$ cat src/rtl/dma_rb_pkg.sv
package dma_rb_pkg;
    localparam int RB_DW = 8;

    typedef enum logic [1:0] {
        S_IDLE      = 2'd0,
        S_SEQ       = 2'd1,
        S_STAT_IDLE = 2'd2,
        S_STAT_SEQ  = 2'd3
    } rb_state_t;

    function automatic logic [RB_DW-1:0] status_byte(input logic done, input logic moved);
        return {2'b00, ~done, 4'b1101, moved};
    endfunction
endpackage

$ cat src/rtl/dma_rb_rd_fall.sv
module dma_rb_rd_fall (
    input  logic clk,
    input  logic rst_n,
    input  logic rd_in,
    output logic rd_done
);
    logic rd_q;

    always_ff @(posedge clk or negedge rst_n) begin
        if (!rst_n) rd_q <= 1'b0;
        else        rd_q <= rd_in;
    end

    assign rd_done = rd_q & ~rd_in;
endmodule

$ cat src/rtl/dma_rb_ptr_pick.sv
module dma_rb_ptr_pick #(
    parameter int N  = 7,
    parameter int IW = $clog2(N)
) (
    input  logic [N-1:0]  mask,
    input  logic [IW-1:0] cur,
    output logic [IW-1:0] first_idx,
    output logic [IW-1:0] next_idx
);
    always_comb begin
        first_idx = '0;
        for (int i = N - 1; i >= 0; i--) begin
            if (mask[i]) first_idx = IW'(i);
        end
    end

    always_comb begin
        next_idx = first_idx;
        for (int i = N - 1; i >= 0; i--) begin
            if (mask[i] && (IW'(i) > cur)) next_idx = IW'(i);
        end
    end
endmodule

$ cat src/rtl/dma_rb_value_mux.sv
module dma_rb_value_mux #(
    parameter int DW    = 8,
    parameter int AW    = 16,
    parameter int WORDS = 3,
    parameter int BPW   = AW / DW,
    parameter int N     = 1 + WORDS * BPW,
    parameter int IW    = $clog2(N)
) (
    input  logic [DW-1:0]             status,
    input  logic [WORDS-1:0][AW-1:0]  words,
    input  logic [IW-1:0]             sel,
    output logic [DW-1:0]             dout
);
    logic [DW-1:0] entry [N];

    assign entry[0] = status;

    for (genvar w = 0; w < WORDS; w++) begin : g_word
        for (genvar b = 0; b < BPW; b++) begin : g_byte
            assign entry[1 + w * BPW + b] = words[w][b*DW +: DW];
        end
    end

    always_comb begin
        dout = entry[0];
        for (int i = 1; i < N; i++) begin
            if (sel == IW'(i)) dout = entry[i];
        end
    end
endmodule

$ cat src/rtl/dma_readback_seq.sv
module dma_readback_seq #(
    parameter int AW    = 16,
    parameter int WORDS = 3,
    parameter int N     = 1 + WORDS * (AW / dma_rb_pkg::RB_DW),
    parameter int IW    = $clog2(N)
) (
    input  logic                      clk,
    input  logic                      rst_n,
    input  logic                      mask_wr,
    input  logic [N-1:0]              mask_in,
    input  logic                      init_seq,
    input  logic                      read_status,
    input  logic                      rd_strobe,
    input  logic [AW-1:0]             byte_cnt,
    input  logic [AW-1:0]             addr_a,
    input  logic [AW-1:0]             addr_b,
    input  logic                      flag_done,
    input  logic                      flag_moved,
    output logic [dma_rb_pkg::RB_DW-1:0] rd_data
);
    import dma_rb_pkg::*;

    localparam logic [N-1:0] MASK_RST = '1;

    rb_state_t     state_q, state_d;
    logic [IW-1:0] ptr_q, ptr_d;
    logic [N-1:0]  mask_q, mask_d;
    logic [IW-1:0] first_idx, next_idx, sel;
    logic          rd_done;
    logic [RB_DW-1:0] stat;

    dma_rb_rd_fall u_fall (
        .clk     (clk),
        .rst_n   (rst_n),
        .rd_in   (rd_strobe),
        .rd_done (rd_done)
    );

    dma_rb_ptr_pick #(.N(N), .IW(IW)) u_pick (
        .mask      (mask_d),
        .cur       (ptr_q),
        .first_idx (first_idx),
        .next_idx  (next_idx)
    );

    // State register
    always_ff @(posedge clk or negedge rst_n) begin
        if (!rst_n) begin
            state_q <= S_IDLE;
            ptr_q   <= '0;
            mask_q  <= MASK_RST;
        end else begin
            state_q <= state_d;
            ptr_q   <= ptr_d;
            mask_q  <= mask_d;
        end
    end

    // Next-state logic
    always_comb begin
        state_d = state_q;
        ptr_d   = ptr_q;
        mask_d  = mask_wr ? mask_in : mask_q;
        if (init_seq) begin
            state_d = S_SEQ;
            ptr_d   = first_idx;
        end else begin
            if (mask_wr) ptr_d = first_idx;
            if (read_status) begin
                unique case (state_q)
                    S_IDLE:      state_d = S_STAT_IDLE;
                    S_SEQ:       state_d = S_STAT_SEQ;
                    S_STAT_IDLE: state_d = S_STAT_IDLE;
                    S_STAT_SEQ:  state_d = S_STAT_SEQ;
                endcase
            end else if (rd_done) begin
                unique case (state_q)
                    S_IDLE:      state_d = S_IDLE;
                    S_SEQ:       if (!mask_wr) ptr_d = next_idx;
                    S_STAT_IDLE: state_d = S_IDLE;
                    S_STAT_SEQ:  state_d = S_SEQ;
                endcase
            end
        end
    end

    // Output logic
    always_comb begin
        stat = status_byte(flag_done, flag_moved);
        sel  = (state_q == S_SEQ) ? ptr_q : '0;
    end

    dma_rb_value_mux #(.DW(RB_DW), .AW(AW), .WORDS(WORDS), .N(N), .IW(IW)) u_mux (
        .status (stat),
        .words  ({addr_b, addr_a, byte_cnt}),
        .sel    (sel),
        .dout   (rd_data)
    );
endmodule

$ cat config.mk
export PLATFORM = sky130hd
export DESIGN_NAME = dma_readback_seq
export DESIGN_NICKNAME = d
export VERILOG_FILES = /design/src/rtl/dma_rb_pkg.sv /design/src/rtl/dma_rb_rd_fall.sv /design/src/rtl/dma_rb_ptr_pick.sv /design/src/rtl/dma_rb_value_mux.sv /design/src/rtl/dma_readback_seq.sv
export SDC_FILE = /design/constraint.sdc
export NUM_CORES = 1
export LEC_CHECK = 0
export BUFFER_PORTS_ARGS = -buffer_cell sky130_fd_sc_hd__clkbuf_2
export CAP_MARGIN = 5
export CORE_UTILIZATION = 30
export DETAILED_ROUTE_END_ITERATION = 10
export PLACE_DENSITY = 0.6
export SYNTH_ARGS = -nofsm -noshare
export SYNTH_HDL_FRONTEND = slang
export SYNTH_SLANG_ARGS = --single-unit
$ cat constraint.sdc
create_clock -name clk -period 3.8 [get_ports clk]
set_input_delay 0.76 -clock clk [delete_from_list [all_inputs] [get_ports clk]]
set_output_delay 0.76 -clock clk [all_outputs]
set_load 0.05 [all_outputs]
==> results.toml <==
[status]
outcome = "finished, final reports clean"

[setup_path]
critPathKind = "flip-flop to primary output"
crit_required_ps = 3040
r2r_cells = 5
cp_max_fo = 17
r2r_end = "ptr_q[0]"
critPathLaunch = "ptr_q[0]"
reg2reg_slack_ps = 1970
cp-end-kind = "primary output"
critPathArrivalTime_ps = 2280
worst_setup_path_start_kind = "flip-flop"
r2r-start = "ptr_q[0]"
worstSetupEndpoint = "rd_data[6]"

[cts]
clockBufferDepth = 2
cts_resized = 0
cts_tree = "yes"
htree_levels = 1
root_buffer = "clkbuf_8"
cts_sinks = 13
cts_hold_buf = 0
cts.clk_slew.worst_paths_ps = 60
cts_buffers = 3
worstSkewPairLatency_ps = 240
postCtsSetupBuffers = 0

[cells_and_area]
multi_input_area_sq_um = 910
syn_to_final_growth_pct = 31.5
drive_gt1_frac = 0.456
seq_area_sq_um = 334
fill_cells = 420
diodes = 0
nets = 292

[global_routing]
antenna_found_initial = 0
grt_max_degree = 22
grt_use_total = 0.160
grt-ovfl-total = 0
grt_pass1_wl_microns = 5670
grt_pass1_vias = 1288

[place]
place_congestion = 0.783
dp_hpwl_microns = 3000
port-buffer-count = 70

[die]
die_w_microns = 68.6
die_y_microns = 68.6
rows = 23
ios = 71
dieArea_sq_um = 4700
core_area_sq_um = 4120
start_util = 0.323

[sta]
setup_violations = 0
fin_tns_setup_ps = 0
grt_setup_unrepaired = "no"
maxSlewHeadroom = 0.557
finClkSkew_ps = 1.69
drv_slew = 0
tightest_slew_ps = 664
max_freq_ghz = 0.329
hold_viol = 0
period_share = 0.799
finalWorstPathRequiredPeriod_ps = 3040
whs_ps = 412

[min_path]
hp-class = "input pin to async pin"

[power]
p_leak_nw = 0.804
vdd_drop_max_mv = 0.171
power_density_nw_per_um2 = 337

[logic_synthesis]
syn-num-nets = 224
yosysSeqAreaShare = 0.251
yosys_warnings = 0
syn_area_sq_um = 1330
async_flop_share = 1.00
ys_ff_latch = 13
syn_avg_cell_area_sq_um = 8.25
synthFlopType = "dfstp_2"
synth_edf_count = 0
synthCells = 161
synth.distinct_cells = 51

[drt]
vias = 1434
wirelength_microns = 3730
drtIter0Drc = 50
antenna_left = 0
dr.pass1.iters = 4
avgRoutedWirePerCell_microns = 13.4
vias_per_cell = 5.16
drcViolationCount = 0

[run]
drv_cap = 0
==> cells in the final DEF, fill, tap and decap left out, types with 5 or more instances in the layout <==
| cell | instances |
|---|---|
| a211oi_1 | 5 |
| nor2_1 | 19 |
| clkbuf_2 | 70 |
| dfstp_2 | 7 |
| dfrtp_1 | 6 |
| inv_1 | 8 |
| nand2_1 | 17 |
| mux2i_1 | 8 |
| mux2_2 | 6 |
| o21ai_0 | 10 |
==> cell type report <==
type                            instances  share of cell area
Multi-Input combinational cell        130               0.521
Tap cell                               50              0.0358
Timing Repair Buffer                   71               0.205
Inverter                               10              0.0215
Sequential cell                        13               0.191
Clock buffer                            4              0.0258
==> cells in the mapped netlist (all sizes together), types with 2 or more instances <==
cell,instances,area (sq um)
a31oi,4,25.0
o211ai,5,42.5
nor3,4,25.0
nand3b,2,15.0
nand2b,5,38.8
nand2,17,63.8
nor2b,4,25.0
mux2,6,67.6
o22ai,3,18.8
a211oi,6,50.1
nand3,3,15.0
and3,2,12.5
nor2,20,82.6
a32oi,2,17.5
or2,2,12.5
mux2i,11,121
a22oi,2,20.0
dfrtp,6,150
dfstp,7,184
inv,9,33.8
buf,8,47.5
o31ai,2,20.0
a221oi,3,26.3
o21bai,3,26.3
o21ai,10,50.1
a21oi,5,32.5
==> per-layer routing <==
layer / up-vias / share of wire / track usage
met5: - / 0 / 0
li1: 733 / - / -
met1: 656 / 0.46 / 0.213
met4: 0 / 0.0094 / 0.0547
met2: 41 / 0.49 / 0.263
met3: 4 / 0.045 / 0.0214
==> cell families after synthesis <==
kind of cell / count (synthesis) / synth area share
AND/OR/NAND/NOR: 62 / 0.239
buffers and inverters: 18 / 0.0640
flip-flops: 13 / 0.251
AO/OA/AOI/OAI: 51 / 0.303
multiplexers: 17 / 0.142
==> through the flow <==
step	setup slack (ps)	total power, W	instance area, sq um	utilization	std cells
after floorplan	860	0.000388	1330	-	161
after global placement	1060	0.000465	1700	0.414	274
after detailed placement	1010	0.000465	1700	0.414	274
after CTS	747	0.000593	1750	0.424	278
after global routing	530	0.000627	1750	0.424	278
final	763	0.000588	1750	0.424	278
==> report_power, final <==
part           switching [W]  leakage, nW  internal, W
Combinational       0.000175        0.637     0.000109
Sequential         0.0000230        0.145     0.000156
Clock              0.0000505       0.0228    0.0000741
==> registers in the layout, indices dropped and copies added (netlist names) <==
name         count
ptr_q            3
u_fall.rd_q      1
mask_q           7
state_q          2
==> worst max-delay path, cell delays in order (launching register included) <==
cell      delay, ps
dfrtp_1         760
nand3b_1        210
or2_1           330
clkinv_1        100
a222oi_1        260
o31ai_1         120
clkbuf_2        250
==> how the worst min path moves through the flow <==
stage	start	endpoint	slack (ps)	depth (start not counted)
after global placement	state_q[0]	state_q[0]	560	1
after floorplan	rst_n	ptr_q[0]	460	0
after detailed placement	state_q[0]	state_q[0]	570	1
after CTS	rst_n	u_fall.rd_q	420	1
after global routing	rst_n	state_q[1]	430	1
final	rst_n	u_fall.rd_q	410	1
Power figures use the tool's default switching activity.
